[src/rtl/calt_pkg.sv]
package calt_pkg;
  localparam int SEL_W = 2;

  typedef struct packed {
    logic             go;
    logic [SEL_W-1:0] sel;
  } calt_ctrl_t;

  localparam calt_ctrl_t CTRL_RST = '{go: 1'b0, sel: {SEL_W{1'b1}}};

  typedef enum logic [0:0] {
    ST_IDLE = 1'b0,
    ST_BUSY = 1'b1
  } calt_state_e;
endpackage

[src/rtl/calt_rst_sync.sv]
module calt_rst_sync #(
  parameter int STAGES = 2
) (
  input  logic clk,
  input  logic arst_n,
  output logic rst_n_o
);
  logic [STAGES-1:0] sync_q;

  always_ff @(posedge clk or negedge arst_n) begin
    if (!arst_n) sync_q <= '0;
    else         sync_q <= {sync_q[STAGES-2:0], 1'b1};
  end

  assign rst_n_o = sync_q[STAGES-1];
endmodule

[src/rtl/calt_regs.sv]
module calt_regs
  import calt_pkg::*;
(
  input  logic             clk,
  input  logic             rst_n,
  input  logic             wr_go_en,
  input  logic             wr_go,
  input  logic             wr_sel_en,
  input  logic [SEL_W-1:0] wr_sel,
  input  logic             upd,
  output calt_ctrl_t       act_o,
  output logic             go_rise_o
);
  calt_ctrl_t shd_q, shd_d;
  calt_ctrl_t act_q, act_d;

  // Shadow copy: each field has its own enable
  always_comb begin
    shd_d = shd_q;
    if (wr_go_en)  shd_d.go  = wr_go;
    if (wr_sel_en) shd_d.sel = wr_sel;
  end

  // Active copy: whole shadow transferred on update
  always_comb begin
    act_d = act_q;
    if (upd) act_d = shd_q;
  end

  always_ff @(posedge clk or negedge rst_n) begin
    if (!rst_n) begin
      shd_q <= CTRL_RST;
      act_q <= CTRL_RST;
    end else begin
      shd_q <= shd_d;
      act_q <= act_d;
    end
  end

  assign act_o     = act_q;
  assign go_rise_o = upd & shd_q.go & ~act_q.go;
endmodule

[src/rtl/calt_div.sv]
module calt_div #(
  parameter int SEL_W = 2
) (
  input  logic             clk,
  input  logic             rst_n,
  input  logic             clr,
  input  logic [SEL_W-1:0] sel,
  output logic             tick_o,
  output logic             cal_clk_o
);
  localparam int NSEL  = 1 << SEL_W;
  localparam int CNT_W = NSEL;

  logic [CNT_W-1:0] cnt_q, cnt_d;
  logic [CNT_W-1:0] last_v, half_v;
  logic             clk_q, clk_d;

  // Ratio is 2 << sel; half period is 1 << sel
  always_comb begin
    last_v = '0;
    half_v = '0;
    for (int i = 0; i < NSEL; i++) begin
      if (sel == SEL_W'(i)) begin
        last_v = CNT_W'((2 << i) - 1);
        half_v = CNT_W'(1 << i);
      end
    end
  end

  assign tick_o = (cnt_q >= last_v);

  always_comb begin
    if (clr)         cnt_d = '0;
    else if (tick_o) cnt_d = '0;
    else             cnt_d = cnt_q + 1'b1;
    clk_d = (cnt_d >= half_v);
  end

  always_ff @(posedge clk or negedge rst_n) begin
    if (!rst_n) begin
      cnt_q <= '0;
      clk_q <= 1'b0;
    end else begin
      cnt_q <= cnt_d;
      clk_q <= clk_d;
    end
  end

  assign cal_clk_o = clk_q;
endmodule

[src/rtl/calt_seq.sv]
module calt_seq
  import calt_pkg::*;
#(
  parameter int CAL_CYCLES = 64
) (
  input  logic clk,
  input  logic rst_n,
  input  logic start,
  input  logic tick,
  output logic busy_o,
  output logic done_o
);
  localparam int PCNT_W = (CAL_CYCLES > 1) ? $clog2(CAL_CYCLES) : 1;
  localparam logic [PCNT_W-1:0] PCNT_LAST = PCNT_W'(CAL_CYCLES - 1);

  calt_state_e      st_q, st_d;
  logic [PCNT_W-1:0] pcnt_q, pcnt_d;
  logic             done_q, done_d;

  always_comb begin
    st_d   = st_q;
    pcnt_d = pcnt_q;
    done_d = 1'b0;
    case (st_q)
      ST_IDLE: begin
        if (start) begin
          st_d   = ST_BUSY;
          pcnt_d = '0;
        end
      end
      ST_BUSY: begin
        if (tick) begin
          if (pcnt_q == PCNT_LAST) begin
            st_d   = ST_IDLE;
            pcnt_d = '0;
            done_d = 1'b1;
          end else begin
            pcnt_d = pcnt_q + 1'b1;
          end
        end
      end
      default: st_d = ST_IDLE;
    endcase
  end

  always_ff @(posedge clk or negedge rst_n) begin
    if (!rst_n) begin
      st_q   <= ST_IDLE;
      pcnt_q <= '0;
      done_q <= 1'b0;
    end else begin
      st_q   <= st_d;
      pcnt_q <= pcnt_d;
      done_q <= done_d;
    end
  end

  assign busy_o = (st_q == ST_BUSY);
  assign done_o = done_q;
endmodule

[src/rtl/calt_top.sv]
module calt_top
  import calt_pkg::*;
#(
  parameter int CAL_CYCLES = 64
) (
  input  logic             clk,
  input  logic             rst_n,
  input  logic             wr_go_en,
  input  logic             wr_go,
  input  logic             wr_sel_en,
  input  logic [SEL_W-1:0] wr_sel,
  input  logic             upd,
  input  logic             ref_present,
  output logic             cal_clk,
  output logic             busy,
  output logic             done
);
  logic       srst_n;
  calt_ctrl_t act;
  logic       go_rise;
  logic       start;
  logic       tick;

  calt_rst_sync #(.STAGES(2)) u_rst (
    .clk     (clk),
    .arst_n  (rst_n),
    .rst_n_o (srst_n)
  );

  calt_regs u_regs (
    .clk       (clk),
    .rst_n     (srst_n),
    .wr_go_en  (wr_go_en),
    .wr_go     (wr_go),
    .wr_sel_en (wr_sel_en),
    .wr_sel    (wr_sel),
    .upd       (upd),
    .act_o     (act),
    .go_rise_o (go_rise)
  );

  assign start = go_rise & ref_present & ~busy;

  calt_div #(.SEL_W(SEL_W)) u_div (
    .clk       (clk),
    .rst_n     (srst_n),
    .clr       (start),
    .sel       (act.sel),
    .tick_o    (tick),
    .cal_clk_o (cal_clk)
  );

  calt_seq #(.CAL_CYCLES(CAL_CYCLES)) u_seq (
    .clk    (clk),
    .rst_n  (srst_n),
    .start  (start),
    .tick   (tick),
    .busy_o (busy),
    .done_o (done)
  );
endmodule

[config.mk]
export PLATFORM = sky130hd
export DESIGN_NAME = calt_top
export DESIGN_NICKNAME = d
export VERILOG_FILES = /design/src/rtl/calt_pkg.sv /design/src/rtl/calt_rst_sync.sv /design/src/rtl/calt_regs.sv /design/src/rtl/calt_div.sv /design/src/rtl/calt_seq.sv /design/src/rtl/calt_top.sv
export SDC_FILE = /design/constraint.sdc
export NUM_CORES = 1
export LEC_CHECK = 0
export ABC_AREA = 0
export BUFFER_PORTS_ARGS = -buffer_cell sky130_fd_sc_hd__buf_2
export CORE_MARGIN = 8
export CORE_UTILIZATION = 45
export CTS_BUF_LIST = sky130_fd_sc_hd__clkbuf_16
export CTS_CLUSTER_DIAMETER = 30
export DETAILED_ROUTE_END_ITERATION = 8
export PLACE_DENSITY = 0.69
export REMOVE_ABC_BUFFERS = 1
export SYNTH_ARGS = -nofsm -noshare
export SYNTH_HDL_FRONTEND = slang
export SYNTH_SLANG_ARGS = --single-unit
[constraint.sdc]
create_clock -name clk -period 0.8 [get_ports clk]
set_input_delay 0.16 -clock clk [delete_from_list [all_inputs] [get_ports clk]]
set_output_delay 0.16 -clock clk [all_outputs]
set_load 0.03 [all_outputs]
# == Word-level counts from Yosys, hierarchy flattened ==
# Index checks and enable logic that the tools add are counted.
# classes
order_cmp,2
n_reduce_logical,2
bitwise,6
n_eq_ne,6
n_mux,20
n_addsub,2
# op_table
operator,n
4-bit two-way mux,8
6-bit two-way mux,3
6-bit one-hot mux with 2 select lines,1
4-bit >= comparator,2
1-bit two-way mux,7
"6-bit by 1-bit adder with 6-bit output, second input constant",1
"6-bit == test, second input constant",1
"4-bit by 1-bit adder with 4-bit output, second input constant",1
1-bit AND,4
"2-bit == test, second input constant",2
"2-bit != test, second input constant",2
"2-bit by 1-bit == test with 1-bit output, second input constant",1
2-bit zero test,1
1-bit NOT,2
1-bit one-hot mux with 2 select lines,1
2-bit AND reduction,1
# totals
ff_bits,21
out_inout_bits,3
elab_cells,48

# == Depth between registers and ports, before layout ==
# depth
depth_word,9
ltp_mapped,11
depth_no_buf,11

# == Cells and area by module ==
# A second synthesis with hierarchy kept.
# unflattened
hier_cells,102
hier_area_um2,1112.3
# by_module_without_submodules
module,instances,cells_each,area_per_inst_um2
calt_seq,1,46,437.9
calt_div,1,39,380.4
calt_regs,1,13,231.5
calt_rst_sync,1,3,53.8
calt_top,1,1,8.8

# == Worst setup path after synthesis ==
# No wires, ideal clock.
# synth_path
kind,register -> register
start,"register u_regs.act_q, in the netlist u_regs.act_o[0]"
end,"register u_div.clk_q, in the netlist u_div.cal_clk_o"
stages_incl_launch_ff,11
setup_ns,0.131
arrival_ns,2.691
t_required_ns,0.669
slack_ns,-2.022
path_buffers,0
cell_sequence,dfstp_2 nor2_1 ha_1 a2111oi_4 o21ai_2 nand2b_1 ha_1 nand2b_1 a21o_1 a21o_1 maj3_1
# synth_between
elab_chain_len,9
word_cells_on_any_way,15
classes_between,order compare (2); eq/ne (3); mux (9); reduce/logical (1)
# synth_lines
element,line_no,source
start: declaration,calt_regs.sv:15,"calt_ctrl_t act_q, act_d;"
start signal: assignment,calt_regs.sv:36,act_q <= act_d;
2-bit zero test,calt_div.sv:23,if (sel == SEL_W'(i)) begin
1-bit two-way mux,calt_div.sv:23,
4-bit two-way mux (3 in a row),calt_div.sv:23,
4-bit >= comparator,calt_div.sv:30,assign tick_o = (cnt_q >= last_v);
4-bit two-way mux,calt_div.sv:34,else if (tick_o) cnt_d = '0;
4-bit two-way mux,calt_div.sv:33,if (clr) cnt_d = '0;
4-bit >= comparator (*),calt_div.sv:36,clk_d = (cnt_d >= half_v);
named net u_div.clk_d,calt_div.sv:16,"logic clk_q, clk_d;"
end signal: assignment,calt_div.sv:45,clk_q <= clk_d;
end: declaration,calt_div.sv:16,
# The timed path passes the listed nets; every way through them passes the cells marked *.
# A chain may end at the register's enable or synchronous reset.

# == Worst setup path in the final report ==
# layout_path
start,"register u_regs.act_q, in the netlist u_regs.act_o[1]"
end,"register u_div.clk_q, in the netlist u_div.cal_clk_o"
# Same word-level chain as after synthesis.

==> summary.txt <==
Run status
  • Run status: complete, but fails checks
  • Failing checks: negative setup slack

Min path
  • Path type of the worst min-delay path: primary input to flop

Yosys
  • Avg Synthesized Cell Area: 11.80 um^2
  • #FFs+latches synth: 21
  • Post-synth EDFFs: 0
  • Part of the Yosys area used for sequential elements: 48.35%
  • Post-synth design cell area: 1097 um^2
  • Count of different cell masters after synthesis: 31
  • Proportion of synthesized flip-flops having asynchronous set or reset: 100.0%
  • Yosys warning total: 0
  • Post-Syn Instances: 93
  • Top FF cell, synth: sky130_fd_sc_hd__dfrtp_1

STA
  • Final worst slack: -1.813 ns
  • Hold Fails Final Rpt: 0
  • Count of pins over their slew limit: 0
  • RSZ-0062 raised after global routing: true
  • Achievable frequency: 382.8 MHz
  • Final period demand of the worst path: 2.613 ns
  • Setup TNS: -16.79 ns
  • Final setup violation count: 20
  • Post-Route Skew: 0.003575 ns
  • Final period utilization: 326.6%
  • Post-route worst hold slack: 0.1396 ns

GRT
  • GRT Total Usage: 13.01%
  • Number of global-route vias before repair: 953
  • Maximum number of pins on one net before global-route repair: 20
  • Initial antenna violation count: 0
  • Overflow after GRT: 0
  • First-pass GRT wire length: 4.257 mm

Placed design
  • Gpl congestion: 0.7373
  • Count of buffers from port buffering: 11
  • Instance area at placement: 1409 um^2
  • Half-perimeter wire length after placement: 1.722 mm
  • Setup WS pre-CTS: -1.974 ns

Clock network
  • Clock root buffer master: sky130_fd_sc_hd__clkbuf_16
  • Number of buffers created by CTS: 3
  • Clock latency reported for the late side of the worst-skew pair: 0.26 ns
  • Maximum count of clock buffers along a single path: 2
  • Clock tree from TritonCTS: done
  • Clock slew seen by the registers of the worst setup and hold paths: 0.05 ns
  • Clock net sink count: 21
  • CTS H-Tree Depth: 1

Routing
  • Number of remaining DRC errors: 0
  • Post-detailed-route via-to-cell ratio: 5.105
  • Aggregate routed wire length: 2.842 mm
  • Routed wire per std cell: 16.52 um
  • DRT antenna net count: 0
  • Via Count: 878
  • DR pass1 iterations: 3
  • Iteration-0 DRC count of the detailed router: 14

Critical path
  • Nature of the critical path endpoint: flop
  • Worst path cell trace: buf_6 > inv_4 > ha_4 > o21a_4 > nor2_4 > o21ai_2 > nand2b_4 > ha_4 > nand2b_4 > a21o_1 > a21o_1 > maj3_2
  • CP required: 0.94 ns
  • Max incr delay on CP: 0.61 ns
  • Sort of element at the start of the critical path: flop
  • Buffers and inverters on the worst path: 2
  • CP arrival: 2.75 ns
  • Max stage delay cell, worst path: sky130_fd_sc_hd__dfstp_2
  • Maximum net fanout on the critical path: 4
  • Top Family by Delay on Critical Path: adder cells
  • Type of the worst setup path: flop to flop

Power
  • Total design power: 7.383 mW
  • Leak Pwr: 0.8484 nW
  • Power Density: 4158 nW/um^2
  • Worst IR Drop VDD: 2793 uV

Die
  • Number of primary I/O pins: 12
  • Chip Height: 65.38 um
  • Total Die Area: 4275 um^2
  • Area of the placeable core: 2387 um^2
  • Starting utilization of the core area: 45.96%
  • Number of rows created at floorplan: 18
  • Die width: 65.38 um

Layout
  • Post-route cell area: 1775 um^2
  • Ratio of cells with drive above 1 in the final layout: 59.86%
  • Antenna diode count: 0
  • Number of nets in the finished design: 161
  • Number of filler cells placed in the layout: 146
  • Area overhead of the layout relative to synthesis: 61.80%
  • Commonest cells after routing, fill and taps aside: sky130_fd_sc_hd__buf_4 (17), sky130_fd_sc_hd__dfrtp_1 (17), sky130_fd_sc_hd__buf_6 (16), sky130_fd_sc_hd__buf_2 (8), sky130_fd_sc_hd__nor2_4 (6)

Flow run
  • Number of maximum-capacitance violations: 0
## final cells by class
cell class                 count  area (um^2)  share of cell area, %
tap                           30        37.54                  2.114
sequential                    21        530.5                  29.88
inverter                       5        21.27                  1.198
timing repair buffer          44        397.9                  22.41
clock buffer                   3        75.07                  4.228
clock inverter                 1        3.754                 0.2114
multi-input combinational     68        709.4                  39.96
## synthesized netlist by cell type, drive strengths merged, types with 2 or more instances
cell | count | share of area [%]
nand2b | 4 | 3.0
a21bo | 2 | 1.8
nand3 | 4 | 1.8
ha | 9 | 10
a21o | 2 | 1.4
nor2 | 9 | 4.7
xor2 | 2 | 1.6
nand2 | 6 | 2.1
inv | 5 | 1.7
a22o | 3 | 2.4
o21ai | 5 | 2.6
nor2b | 2 | 1.1
dfrtp | 17 | 39
dfstp | 4 | 9.6
and3 | 3 | 1.7
mux2 | 5 | 5.1
## metal layers
| layer | vias to the layer above | part of all wire (%) | global-route usage (%) |
|---|---|---|---|
| met1 | 432 | 46 | 15.41 |
| met3 | 7 | 2.9 | 3.571 |
| met2 | 17 | 48 | 20.79 |
| li1 | 422 | - | - |
| met5 | - | 0 | 0 |
| met4 | 0 | 2.8 | 7.357 |
## worst register-to-register path, cell delays in order (launching register included)
cell and delay (ns):
sky130_fd_sc_hd__dfstp_2 0.61, sky130_fd_sc_hd__buf_6 0.13, sky130_fd_sc_hd__inv_4 0.04, sky130_fd_sc_hd__ha_4 0.20, sky130_fd_sc_hd__o21a_4 0.21, sky130_fd_sc_hd__nor2_4 0.11, sky130_fd_sc_hd__o21ai_2 0.09, sky130_fd_sc_hd__nand2b_4 0.17
sky130_fd_sc_hd__ha_4 0.20, sky130_fd_sc_hd__nand2b_4 0.12, sky130_fd_sc_hd__a21o_1 0.14, sky130_fd_sc_hd__a21o_1 0.16, sky130_fd_sc_hd__maj3_2 0.29
## worst paths after layout
| check | from | to | slack, ns | cells after the start |
|---|---|---|---|---|
| setup / recovery | u_regs.act_o[1] | u_div.cal_clk_o | -1.81 | 12 |
| hold / removal | wr_sel[0] | u_regs.shd_q[0] | 0.14 | 2 |
| setup reg to reg | u_regs.act_o[1] | u_div.cal_clk_o | -1.81 | 12 |
| hold reg to reg | u_rst.sync_q[1] | u_seq.done_o | 0.20 | 1 |
| max in group asynchronous | u_rst.sync_q[1] | u_regs.act_o[0] | 0.38 | 1 |
| min in group asynchronous | u_rst.sync_q[1] | u_seq.done_o | 0.20 | 1 |
## power by group
group / internal, mW / leakage, nW / switching, mW
clock: 0.667 / 0.0423 / 0.381
combinational: 2.69 / 0.550 / 1.98
sequential: 1.37 / 0.256 / 0.289
total: 4.73 / 0.848 / 2.65
## what timing repair did
action / CTS / global route
endpoints found under the setup margin: 20 / 20
setup buffers: 6 / 4
gates resized for setup: 33 / 22
hold buffers: 1 / 0
pin swaps: 11 / 15
endpoints found under the hold margin: 2 / 0
## sequential cells by signal (all words and copies together) (netlist names)
register	cells
u_seq.pcnt_q	6
u_seq.done_o	1
u_div.cnt_q	4
u_rst.sync_q	2
u_seq.busy_o	1
u_regs.act_o	3
u_regs.shd_q	3
u_div.cal_clk_o	1
## through the flow
step	instances	util, %
6_report	172	74.37
2_1_floorplan	94	-
4_1_cts	170	69.08
3_5_place_dp	162	59.01
3_3_place_gp	162	59.01
5_1_grt	172	74.37
## logic make-up (layout without fill, tap and decap cells)
family	Yosys count	in the layout	share of synthesized area, %
simple gates	31	31	17.22
fa+ha+maj	10	10	11.17
compound gates	16	16	12.77
mux	6	6	6.043
xor+xnor	3	3	2.395
buf+inv	5	53	1.711
flops	21	21	48.35
other cells	1	2	0.3417
Note: power is estimated with default switching activity, not from simulation.
